## config.mk

```make
export PLATFORM = sky130hd
export DESIGN_NAME = drum_access_ctrl
export DESIGN_NICKNAME = d
export VERILOG_FILES = /design/src/rtl/drum_pkg.sv /design/src/rtl/drum_word_clock.sv /design/src/rtl/drum_addr_map.sv /design/src/rtl/drum_seq.sv /design/src/rtl/drum_access_ctrl.sv
export SDC_FILE = /design/constraint.sdc
export NUM_CORES = 1
export LEC_CHECK = 0
export ABC_AREA = 1
export BUFFER_PORTS_ARGS = -buffer_cell sky130_fd_sc_hd__buf_2
export CORE_MARGIN = 10
export CORE_UTILIZATION = 50
export CTS_CLUSTER_DIAMETER = 120
export DETAILED_ROUTE_END_ITERATION = 16
export HOLD_SLACK_MARGIN = 0.1
export PLACE_DENSITY = 0.78
export REMOVE_ABC_BUFFERS = 1
export SYNTH_ARGS = -nofsm -noshare
export SYNTH_HDL_FRONTEND = slang
export SYNTH_SLANG_ARGS = --single-unit
```

## constraint.sdc

```tcl
create_clock -name clk -period 2.1 [get_ports clk]
set_input_delay 0.42 -clock clk [delete_from_list [all_inputs] [get_ports clk]]
set_output_delay 0.42 -clock clk [all_outputs]
set_load 0.01 [all_outputs]
```

## src/rtl/drum_pkg.sv

```systemverilog
`timescale 1ns/1ps
package drum_pkg;
    localparam int DATA_W     = 32;
    localparam int LOC_W      = 10;
    localparam int POS_W      = 5;
    localparam int WS_W       = 4;
    localparam int TRACK_W    = LOC_W - POS_W;
    localparam int ABS_W      = LOC_W - 1 + WS_W;
    localparam int SWITCH_CYC = 6;
    localparam int SW_CNT_W   = $clog2(SWITCH_CYC + 1);
    localparam int CNT_W      = 32;
    localparam logic [WS_W-1:0] WS_RESET = WS_W'(1);

    typedef enum logic [1:0] {
        ST_IDLE,
        ST_SWITCH,
        ST_SEEK,
        ST_XFER
    } seq_state_e;

    typedef struct packed {
        seq_state_e          st;
        logic [SW_CNT_W-1:0] sw_cnt;
        logic [TRACK_W-1:0]  prev_track;
        logic [ABS_W-1:0]    abs_addr;
        logic                we;
        logic                special;
        logic [DATA_W-1:0]   wdata;
        logic [DATA_W-1:0]   mask;
        logic [WS_W-1:0]     ws;
        logic                done;
        logic [DATA_W-1:0]   rdata;
    } seq_regs_t;

    typedef struct packed {
        logic [POS_W-1:0] pos;
        logic [CNT_W-1:0] cnt;
    } clk_regs_t;
endpackage

```

## src/rtl/drum_word_clock.sv

```systemverilog
`timescale 1ns/1ps
module drum_word_clock
    import drum_pkg::*;
(
    input  logic             clk,
    input  logic             rst_n,
    output logic [POS_W-1:0] word_pos,
    output logic [CNT_W-1:0] cycle_cnt
);
    clk_regs_t c_d, c_q;

    always_comb begin
        c_d     = c_q;
        c_d.pos = c_q.pos + POS_W'(1);
        c_d.cnt = c_q.cnt + CNT_W'(1);
    end

    always_ff @(posedge clk) begin
        if (!rst_n) c_q <= '0;
        else        c_q <= c_d;
    end

    assign word_pos  = c_q.pos;
    assign cycle_cnt = c_q.cnt;

    AST_POS_WRAP: assert property (@(posedge clk) disable iff (!rst_n)
        (word_pos == '1) |=> (word_pos == '0));
endmodule

```

## src/rtl/drum_addr_map.sv

```systemverilog
`timescale 1ns/1ps
module drum_addr_map
    import drum_pkg::*;
(
    input  logic [LOC_W-1:0] loc,
    input  logic [WS_W-1:0]  ws,
    output logic [ABS_W-1:0] abs_addr
);
    localparam int LOW_W = LOC_W - 1;

    always_comb begin
        if (loc[LOC_W-1]) abs_addr = {ws, loc[LOW_W-1:0]};
        else              abs_addr = {{WS_W{1'b0}}, loc[LOW_W-1:0]};
    end
endmodule

```

## src/rtl/drum_seq.sv

```systemverilog
`timescale 1ns/1ps
module drum_seq
    import drum_pkg::*;
(
    input  logic              clk,
    input  logic              rst_n,
    input  logic              req_valid,
    input  logic [LOC_W-1:0]  req_addr,
    input  logic              req_we,
    input  logic              req_special,
    input  logic [DATA_W-1:0] req_wdata,
    input  logic [DATA_W-1:0] req_mask,
    output logic              req_ack,
    input  logic              ws_load,
    input  logic [WS_W-1:0]   ws_value,
    output logic [WS_W-1:0]   ws_cur,
    input  logic [ABS_W-1:0]  abs_in,
    input  logic [POS_W-1:0]  word_pos,
    output logic              ram_en,
    output logic              ram_we,
    output logic [ABS_W-1:0]  ram_addr,
    output logic [DATA_W-1:0] ram_wdata,
    input  logic [DATA_W-1:0] ram_rdata,
    output logic              done,
    output logic [DATA_W-1:0] rdata,
    output logic              busy
);
    seq_regs_t r_d, r_q;
    logic [ABS_W-1:0]  seek_addr;
    logic              hit;
    logic [DATA_W-1:0] merged;

    always_comb begin
        r_d       = r_q;
        r_d.done  = 1'b0;
        req_ack   = 1'b0;
        ram_en    = 1'b0;
        ram_we    = 1'b0;
        ram_addr  = r_q.abs_addr;
        ram_wdata = r_q.wdata;
        seek_addr = r_q.special ? {r_q.abs_addr[ABS_W-1:POS_W], word_pos} : r_q.abs_addr;
        hit       = r_q.special || (word_pos == r_q.abs_addr[POS_W-1:0]);
        merged    = (ram_rdata & ~r_q.mask) | (r_q.wdata & r_q.mask);

        if (ws_load) r_d.ws = ws_value;

        case (r_q.st)
            ST_IDLE: begin
                if (req_valid) begin
                    req_ack        = 1'b1;
                    r_d.abs_addr   = abs_in;
                    r_d.we         = req_we;
                    r_d.special    = req_special & ~req_we;
                    r_d.wdata      = req_wdata;
                    r_d.mask       = req_mask;
                    r_d.prev_track = req_addr[LOC_W-1:POS_W];
                    if (req_addr[LOC_W-1:POS_W] != r_q.prev_track) begin
                        r_d.st     = ST_SWITCH;
                        r_d.sw_cnt = SW_CNT_W'(SWITCH_CYC - 1);
                    end else begin
                        r_d.st     = ST_SEEK;
                    end
                end
            end
            ST_SWITCH: begin
                if (r_q.sw_cnt == '0) r_d.st = ST_SEEK;
                else                  r_d.sw_cnt = r_q.sw_cnt - SW_CNT_W'(1);
            end
            ST_SEEK: begin
                ram_addr = seek_addr;
                if (hit) begin
                    ram_en       = 1'b1;
                    r_d.abs_addr = seek_addr;
                    r_d.st       = ST_XFER;
                end
            end
            ST_XFER: begin
                r_d.done  = 1'b1;
                r_d.rdata = ram_rdata;
                if (r_q.we) begin
                    ram_en    = 1'b1;
                    ram_we    = 1'b1;
                    ram_wdata = merged;
                end
                r_d.st = ST_IDLE;
            end
            default: r_d.st = ST_IDLE;
        endcase
    end

    always_ff @(posedge clk) begin
        if (!rst_n) begin
            r_q    <= '0;
            r_q.ws <= WS_RESET;
        end else begin
            r_q    <= r_d;
        end
    end

    assign ws_cur = r_q.ws;
    assign done   = r_q.done;
    assign rdata  = r_q.rdata;
    assign busy   = (r_q.st != ST_IDLE);

    AST_ISSUE_ON_POS: assert property (@(posedge clk) disable iff (!rst_n)
        (ram_en && !ram_we && !r_q.special) |-> (word_pos == ram_addr[POS_W-1:0]));
    AST_SPECIAL_NOW: assert property (@(posedge clk) disable iff (!rst_n)
        (r_q.st == ST_SEEK && r_q.special) |-> ram_en);
    AST_LOW_GROUP: assert property (@(posedge clk) disable iff (!rst_n)
        (ram_en && !ram_we && !r_q.prev_track[TRACK_W-1]) |-> (ram_addr[ABS_W-1:LOC_W-1] == '0));
    AST_WRITE_AFTER_READ: assert property (@(posedge clk) disable iff (!rst_n)
        (ram_en && ram_we) |-> ($past(ram_en && !ram_we) && ram_addr == $past(ram_addr)));
    AST_DONE_PULSE: assert property (@(posedge clk) disable iff (!rst_n)
        done |=> !done);
    AST_ACK_IDLE: assert property (@(posedge clk) disable iff (!rst_n)
        req_ack |-> (!busy && req_valid));
endmodule

```

## src/rtl/drum_access_ctrl.sv

```systemverilog
`timescale 1ns/1ps
module drum_access_ctrl
    import drum_pkg::*;
(
    input  logic              clk,
    input  logic              rst_n,
    input  logic              req_valid,
    input  logic [LOC_W-1:0]  req_addr,
    input  logic              req_we,
    input  logic              req_special,
    input  logic [DATA_W-1:0] req_wdata,
    input  logic [DATA_W-1:0] req_mask,
    output logic              req_ack,
    input  logic              ws_load,
    input  logic [WS_W-1:0]   ws_value,
    output logic              done,
    output logic [DATA_W-1:0] rdata,
    output logic              busy,
    output logic [POS_W-1:0]  word_pos,
    output logic [CNT_W-1:0]  cycle_cnt,
    output logic              ram_en,
    output logic              ram_we,
    output logic [ABS_W-1:0]  ram_addr,
    output logic [DATA_W-1:0] ram_wdata,
    input  logic [DATA_W-1:0] ram_rdata
);
    logic [WS_W-1:0]  ws_cur;
    logic [ABS_W-1:0] abs_addr;

    drum_word_clock u_clock (
        .clk       (clk),
        .rst_n     (rst_n),
        .word_pos  (word_pos),
        .cycle_cnt (cycle_cnt)
    );

    drum_addr_map u_map (
        .loc      (req_addr),
        .ws       (ws_cur),
        .abs_addr (abs_addr)
    );

    drum_seq u_seq (
        .clk         (clk),
        .rst_n       (rst_n),
        .req_valid   (req_valid),
        .req_addr    (req_addr),
        .req_we      (req_we),
        .req_special (req_special),
        .req_wdata   (req_wdata),
        .req_mask    (req_mask),
        .req_ack     (req_ack),
        .ws_load     (ws_load),
        .ws_value    (ws_value),
        .ws_cur      (ws_cur),
        .abs_in      (abs_addr),
        .word_pos    (word_pos),
        .ram_en      (ram_en),
        .ram_we      (ram_we),
        .ram_addr    (ram_addr),
        .ram_wdata   (ram_wdata),
        .ram_rdata   (ram_rdata),
        .done        (done),
        .rdata       (rdata),
        .busy        (busy)
    );
endmodule

```

-- Word level (Yosys, flattened, before mapping)
Cells that the tools add are included.
- bits of input ports: 116
- output and inout bits: 119
- RAM bits: 0
- ROM bits: 0
- bits in latches: 0
- flip-flop bits (word level): 163
- memories: 0
- bitwise logic cells: 6
- multiplexer cells: 22
- multipliers: 0
- shift-type cells: 0
- divide/modulo/power cells: 0
- reduce and logical (&&, ||, !) cells: 10
- equality and inequality tests: 10
- $add $sub $neg: 3
- order comparisons: 0
- operators by type and width (cell ; number):
    $mux W89 ; 1
    $and A32 B32 Y32 ; 2
    $mux W32 ; 2
    $mux W33 ; 1
    $add A32 B1 Y32 const B ; 1
    $not A32 Y32 ; 1
    $or A32 B32 Y32 ; 1
    $mux W13 ; 2
    $pmux W13 S2 ; 1
    $mux W5 ; 2
    $pmux W2 S4 ; 1
    $mux W2 ; 3
    $mux W3 ; 2
    $ne A2 B1 Y1 const B ; 3
    $pmux W3 S2 ; 1
    $reduce_and A3 Y1 ; 2
    $reduce_bool A2 Y1 ; 3
    $add A5 B1 Y5 const B ; 1
    $eq A5 B5 Y1 ; 1
    $mux W1 ; 5
    $ne A5 B5 Y1 ; 1
    $eq A2 B2 Y1 const B ; 2
    $ne A2 B2 Y1 const B ; 2
    $reduce_and A4 Y1 ; 1
    other kinds (9) ; 9

-- Logic depth before layout (Yosys ltp)
Gate-level depths: netlist of the first run.
- word-level depth: 5
- mapped depth: 11

-- Modules after synthesis
A second synthesis of the first run with hierarchy kept.
- cell total of the unflattened synthesis: 1093
- area total of the unflattened synthesis: 7791.2 µm²
- modules (own cells, without submodules) (module ; area an instance (µm²) ; sequential area each (µm²) ; instances ; cells an instance):
    drum_seq ; 5886.9 ; 2522.4 ; 1 ; 809
    drum_word_clock ; 1806.7 ; 740.7 ; 1 ; 267
    drum_addr_map ; 97.6 ; 0.0 ; 1 ; 17

-- Worst setup path before layout of the first run
No wires, ideal clock.
- kind: flip-flop to output port
- from: register u_seq.r_q[124] in the netlist's numbering
- to: output ram_wdata[23]
- buffers on the path: 2
- stages on the path, launching flop included: 8
- arrival time: 1.279 ns
- path slack: 0.401 ns
- path through: dfxtp_1 -> ha_1 -> buf_2 -> nand2_1 -> buf_2 -> nor2_1 -> mux2i_1 -> inv_1
- longest elaborated chain between the ends: 2
- RTL lines (item ; RTL line ; source):
    start: declaration ; drum_seq.sv:28 ; seq_regs_t r_d, r_q;
    start signal: assignment ; drum_seq.sv:96 ; r_q <= r_d;
    $eq A2 B2 Y1 ; drum_seq.sv:47 ; case (r_q.st)
    $mux W32 ; drum_seq.sv:47 ;
    end: declaration ; drum_access_ctrl.sv:24 ; output logic [DATA_W-1:0] ram_wdata,
No other way between the ends.

-- Worst setup path after layout of the first run
- from: register u_seq.r_q[125] in the netlist's numbering
- to: output ram_wdata[1]
The elaborated chain is that of the path after synthesis.

==> impl_results.md, run 1 <==
* Status: finished with violations
* Violated checks: negative setup slack
* Type of the tightest min-delay check: input port to flop
* RSZ-0062 raised after global routing: yes
* Via count at ~7400
* Post-Synthesis Cells at around 1100
* DR vias/cell at 5.05
* Later-pin clock latency in the skew report at 0.41 ns
* Worst EP required at roughly 1.7 ns
* Dpl cells at approximately 1400
* Placer Congestion at 0.893
* WS Path Type: flop to primary output
* Remaining Overflow, GRT at 0
* Measured slew at the worst slew-check pin at between 0.5 and 0.6 ns
* Core area at between 15000 and 20000 sq um
* CP delay by family, top: flip-flops
* Grt met1 use at between 20 and 25%
* Synth unique cells at 37
* Total wire length at 22.1 mm
* CTS tree: yes
* Drt drc at 0
* Crit path DAT at 1.73 ns
* Post-route ant nets at 0
* Leading cell type in the layout, fill and taps excluded: nor2_1
* First DRT Iteration DRCs at a little over 400
* Seq cells post-synth at 163
* Commonest cells after routing, fill and taps aside: nor2_1 (269), buf_2 (230), dfxtp_1 (158), o21ai_0 (125), nand2_1 (109)
* Worst Path Max Fanout at 11
* Vias in the first global route at approximately 6800
* CTS max path bufs at 2
* Starting Density at 50.7%
* Final hold slack at roughly 0.23 ns
* Top cell type by total area after synthesis: dfxtp_1
* Max-cap check violation count at 0
* Syn Area/Cell at around 7 sq um
* Final Cycle Share at 103%
* Final worst setup slack at -0.0525 ns
* Clock root buffer: clkbuf_16
* Synthesized area at ~7600 sq um
* Max_slew headroom at roughly two thirds
* Total Die Area at ~21000 sq um
* Share of Yosys cell area claimed by the top area cell type at a little over two fifths
* Leakage at about 4.6 nW
* Gr usage total at a little over 20%
* Reg clk slew, reported paths at about 0.06 ns
* Met2 global-route usage at between 30% and 40%
* Pwr Density at about 1100 nW/um^2
* Sequential share of the synthesized area at a little over two fifths
* Max-slew violation count at 0
* Endpoints failing hold at 0
* Initial antenna violation count at 1
* Fraction of registers with async set or reset after synthesis at 0%
* Top_reg_cell synth: dfxtp_1
* NumNets Final at roughly 1400
* Crit-path max cell delay at around 0.37 ns
* Slowest CP cell: dfxtp_4
* Fillers at about 1400
* Min cycle time layout at 2.15 ns
* Fin cells at about 1500
* # IOs at 235
* Die X at around 140 um
* P&R area growth vs syn at 25.5%
* CTS Buf Count at 17
* Die height at ~140 um
* DR WL/cell at 15.1 um
* DRT Pass-1 Iters at 5
* Busiest grt layer: met2
* Worst-path cell chain: ha_4 -> nand2_8 -> clkbuf_16 -> nor2_1 -> mux2i_1 -> inv_1 -> buf_2
* First-pass GRT wire length at 34.0 mm
* Largest net degree at the start of global routing at 60
* Worst path buffer plus inverter count at 3
* EDFF count, synth at 0
* CTS H-tree lvls at 4
* Critical Path Sink Type: primary output
* Endpoints failing setup at 21
* Startpoint types: flop
* Port bufs at 234
* Synth top area cells: dfxtp_1 (43%), nor2_1 (15%), o21ai_0 (8.3%), nand2_1 (5.5%), inv_1 (4.6%)
* Met3 usage at 4.49%
* Final HPWL DP at approximately 16 mm
* CTS Sinks at 163
* Peak supply drop at between 0.0006 and 0.0007 V
* # rows at 45
* Share of post-route cells with drive strength above 1 at 28.3%
* Worst Clk Skew at between 0.007 and 0.008 ns
* Fmax at approximately 460 MHz
* YS warnings at 0
layout make-up:
type	count	area (sq um)	share of cell area, %
Multi-Input combinational cell	720	3680	38.4
Clock inverter	8	129	1.34
Tap cell	188	235	2.45
Timing Repair Buffer	256	1420	14.8
Antenna cell	1	2.50	0.0261
Inverter	103	389	4.06
Clock buffer	21	460	4.80
Sequential cell	163	3270	34.1
kinds of logic after synthesis:
family	share of synthesized area (%)
and+or+nand+nor	26.9
buffers and inverters	11.3
AOI/OAI and AO/OA	12.3
DFF	42.7
muxes	4.19
xor gates and xnor gates	1.26
adders and majority gates	1.31
final timing paths:
path	to	depth (start not counted)	slack, ns	start
worst max-delay path	ram_wdata[1]	7	-0.05	u_seq.r_q[125]$_SDFFE_PN0P_
worst min-delay path	u_seq.ws_cur[0]$_SDFFE_PN1P_	3	0.23	ws_value[0]
worst max register to register	u_seq.r_q[109]$_SDFFE_PN0P_	9	0.23	u_seq.r_q[125]$_SDFFE_PN0P_
worst min register to register	u_seq.r_q[108]$_SDFFE_PN0P_	2	0.44	u_seq.r_q[108]$_SDFFE_PN0P_
per-stage QoR:
step | setup slack [ns] | cell area [sq um] | util, % | total power, mW | setup TNS, ns
after global placement | 0.269 | 8690 | 57.6 | 7.23 | 0
final | -0.0525 | 9600 | 63.6 | 10.6 | -0.439
after CTS | -0.0382 | 9380 | 62.1 | 10.5 | -0.575
after floorplan | -0.700 | 7160 | - | 6.06 | -53.16
after detailed placement | 0.210 | 8690 | 57.6 | 7.29 | 0
after global routing | -0.137 | 9600 | 63.6 | 11.3 | -3.18
sequential cells by signal (all words and copies together), names as in the netlist:
signal             count
u_seq.rdata           32
u_seq.r_q             89
u_seq.ws_cur           4
u_clock.word_pos       5
u_seq.done             1
u_clock.cycle_cnt     32
cell usage after synthesis (8+ instances only):
library cell / number
nor2_1: 299
dfxtp_1: 163
o21ai_0: 126
nand2_1: 111
inv_1: 94
a21oi_1: 44
buf_4: 40
clkbuf_1: 35
mux2i_1: 32
nand3_1: 23
buf_2: 9
nand4_1: 9
ha_1: 8
inv_2: 8
nor3_1: 8
power by group:
group,switching (mW),total [mW],internal [mW]
registers,0.390,4.10,3.71
logic,2.06,3.35,1.28
clock network,1.21,3.13,1.92
per-layer routing:
layer	up-vias	routed length [um]
li1	3737	-
met1	3375	9360
met2	224	11000
met3	33	1260
met4	0	465
met5	-	0
worst reg2reg max path, delay by kind of cell (launching register included):
kind	cells	cell delay, ns
DFF	1	0.36
adders and majority gates	1	0.17
buffers and inverters	4	0.69
AOI/OAI and AO/OA	2	0.21
and+or+nand+nor	2	0.32
what timing repair did:
item / in CTS / in global routing
cloned: 0 / 2
buffers inserted: 1 / 4
resized for setup: 31 / 39
endpoints found under the setup margin: 38 / 37
pin swaps: 0 / 1
hold buffers: 0 / 0
Power figures use the tool's default switching activity.
==> run 2, diff against run 1 <==
--- a/config.mk
+++ b/config.mk
@@ -5,14 +5,14 @@
 export SDC_FILE = /design/constraint.sdc
 export NUM_CORES = 1
 export LEC_CHECK = 0
-export ABC_AREA = 1
+export ABC_AREA = 0
 export BUFFER_PORTS_ARGS = -buffer_cell sky130_fd_sc_hd__buf_2
 export CORE_MARGIN = 10
 export CORE_UTILIZATION = 50
 export CTS_CLUSTER_DIAMETER = 120
 export DETAILED_ROUTE_END_ITERATION = 16
 export HOLD_SLACK_MARGIN = 0.1
-export PLACE_DENSITY = 0.78
+export PLACE_DENSITY = 0.79
 export REMOVE_ABC_BUFFERS = 1
 export SYNTH_ARGS = -nofsm -noshare
 export SYNTH_HDL_FRONTEND = slang
==> impl_results.md, run 2 <==
* Max-cap check violation count at 0
* Worst-path cell chain: ha_4 -> nand2_8 -> buf_16 -> nor2_4 -> mux2_4 -> buf_6
* # IOs at around 240
* Reg with most FFs: u_seq.r_q
* Dpl cells at around 1200
* DR WL/cell at 17.4 um
* Sequential share of the synthesized area at 44.7%
* Crit-path max cell delay at approximately 0.36 ns
* DRT Pass-1 Iters at 5
* Initial antenna violation count at 3
* Post-CTS Hold Buffers at 0
* Post-route ant nets at 0
* Max-slew violation count at 0
* P&R area growth vs syn at 35.8%
* Total wire length at about 22 mm
* Endpoints failing hold at 0
* EDFF count, synth at 0
* Fmax at 456 MHz
* Total Die Area at a little under 20000 sq um
* CTS tree: yes
* Clock root buffer: clkbuf_16
* Startpoint types: flop
* Type of the tightest min-delay check: input port to flop
* DR vias/cell at ~5.4
* Synth unique cells at 46
* Core area at between 10000 and 15000 sq um
* Later-pin clock latency in the skew report at roughly 0.42 ns
* Worst Clk Skew at just under 0.01 ns
* Fillers at roughly 1100
* Top_reg_cell synth: dfxtp_1
* Max reg flops at between 80 and 90
* Leakage at approximately 4.3 nW
* Synth top cells by count: nand2_1 (175), dfxtp_1 (163), a21oi_1 (99)
* Measured slew at the worst slew-check pin at about 0.63 ns
* CTS Buf Count at 17
* Min cycle time layout at 2.20 ns
* WS Path Type: flop to primary output
* Gr usage total at 21.5%
* First-pass GRT wire length at around 35 mm
* Leading cell type in the layout, fill and taps excluded: buf_2
* CP delay by family, top: flip-flops
* YS warnings at 0
* First DRT Iteration DRCs at approximately 340
* Drt drc at 0
* RSZ-0062 raised after global routing: yes
* Post-Synthesis Cells at about 870
* Final HPWL DP at 14.5 mm
* Syn Area/Cell at 8.43 sq um
* Status: finished with violations
* Violated checks: negative setup slack
* CTS H-tree lvls at 4
* Starting Density at about half
* Seq cells post-synth at around 160
* Share of post-route cells with drive strength above 1 at between 30% and 40%
* Top cell type by total area after synthesis: dfxtp_1
* Critical Path Sink Type: primary output
* Worst Path Max Fanout at 7
* Die X at 141 um
* Final worst setup slack at -0.0950 ns
* Endpoints failing setup at 35
* Worst path buffer plus inverter count at 2
* Share of Yosys cell area claimed by the top area cell type at 44.7%
* Final Cycle Share at 105%
* Pwr Density at 941 nW/um^2
* Reg clk slew, reported paths at approximately 0.06 ns
* Max_slew headroom at just under 60%
* Placer Congestion at around 0.86
* Largest net degree at the start of global routing at 82
* Fraction of registers with async set or reset after synthesis at 0%
* # rows at 44
* CTS max path bufs at 2
* Peak supply drop at between 0.0006 and 0.0007 V
* Synth top area cells: dfxtp_1 (45%), nand2_1 (9.0%), a21oi_1 (6.8%), mux2i_1 (6.7%), mux2_2 (5.7%)
* Vias in the first global route at between 7000 and 8000
* Die height at ~140 um
* Worst EP required at between 1.5 and 2 ns
* Remaining Overflow, GRT at 0
* Total power at around 9.3 mW
* Via count at about 7000
* Area of the multi-input gates at 3920 sq um
* CTS Sinks at 163
* Slowest CP cell: dfxtp_4
* Commonest cells after routing, fill and taps aside: buf_2 (200), nand2_1 (172), dfxtp_1 (156), a21oi_1 (99), nor2_1 (54)
* Synthesized area at around 7300 sq um
* FF+latch area at about 3300 sq um
* Fin cells at about 1300
* Port bufs at 234
* Top-count cell post-synth: nand2_1
* NumNets Final at 1196
* Crit path DAT at ~1.8 ns
[run 2: cell types whose count changed after synthesis, sizes merged, moves of 7 or more]
cell    delta
nor2     -223
or2        -7
mux2i     +17
inv       -85
xor2      +11
nand2     +57
nand3     -13
mux2      +37
a21oi     +54
or3       +10
clkbuf     +8
o21ai    -107
[run 2: per-stage QoR]
step | worst slack [ns] | utilization (%) | instance area (sq um) | setup TNS, ns | hold WS (ns)
floorplan | -1.88 | - | 6820 | -174.80 | 0.434
global placement | 0.104 | 58.9 | 8500 | 0 | 0.440
detailed placement | 0.0781 | 58.9 | 8500 | 0 | 0.445
CTS | -0.111 | 68.0 | 9810 | -3.20 | 0.199
global route | -0.160 | 68.8 | 9920 | -4.74 | 0.220
finish | -0.0950 | 68.8 | 9920 | -2.17 | 0.215
[run 2: final timing paths]
check,startpoint,end,slack [ns],cells after the start
max,u_seq.r_q[125]$_SDFFE_PN0P_,ram_wdata[4],-0.1,6
min,ws_value[0],u_seq.ws_cur[0]$_SDFFE_PN1P_,0.21,3
max reg2reg,u_seq.r_q[125]$_SDFFE_PN0P_,u_seq.r_q[124]$_SDFFE_PN0P_,0.12,8
min reg2reg,u_clock.cycle_cnt[0]$_SDFF_PN0_,u_clock.cycle_cnt[0]$_SDFF_PN0_,0.43,1
[run 2: tightest hold or removal path: stages]
cell     delay (ns)
buf_2          0.07
mux2i_1        0.06
nand2_1        0.06
[run 2: routing by layer]
| layer | up-vias | global-route usage, % | part of all wire, % |
|---|---|---|---|
| met4 | 0 | 9.67 | 3.6 |
| met3 | 55 | 7.66 | 8.1 |
| met2 | 239 | 36.3 | 49 |
| met1 | 3262 | 23.8 | 39 |
| li1 | 3322 | - | - |
| met5 | - | 0 | 0 |
[run 2: cell type report]
class | instances | share of cell area (%)
sequential | 163 | 33.0
timing repair buffer | 276 | 18.4
antenna | 3 | 0.0757
tap | 184 | 2.32
clock inverter | 10 | 1.35
inverter | 17 | 0.744
multi-input combinational | 597 | 39.5
clock buffer | 21 | 4.54
[run 2: cells by family (layout without fill, tap and decap cells)]
group                    after synthesis  count (layout)  synth area share (%)
AO/OA/AOI/OAI                        154             154                  12.1
XOR/XNOR                              22              22                  2.64
adder cells (fa/ha/maj)                8               8                  1.37
buffers and inverters                106             324                  7.57
flip-flops                           163             163                  44.7
multiplexers                          86              86                  12.4
other                                  0               3                     0
AND/OR/NAND/NOR                      327             327                  19.2
[run 2: timing repair]
item | in CTS | in global routing
pin swaps | 2 | 3
setup buffers | 5 | 4
setup endpoints to repair | 39 | 45
gates resized for setup | 151 | 21
gates cloned | 3 | 0
[run 2: power breakdown]
group	switching (mW)	total, mW	internal [mW]	leakage (nW)
clock network	1.20	3.09	1.89	0.283
registers	0.287	3.75	3.46	1.33
logic	1.31	2.49	1.18	2.68
total	2.80	9.34	6.53	4.30
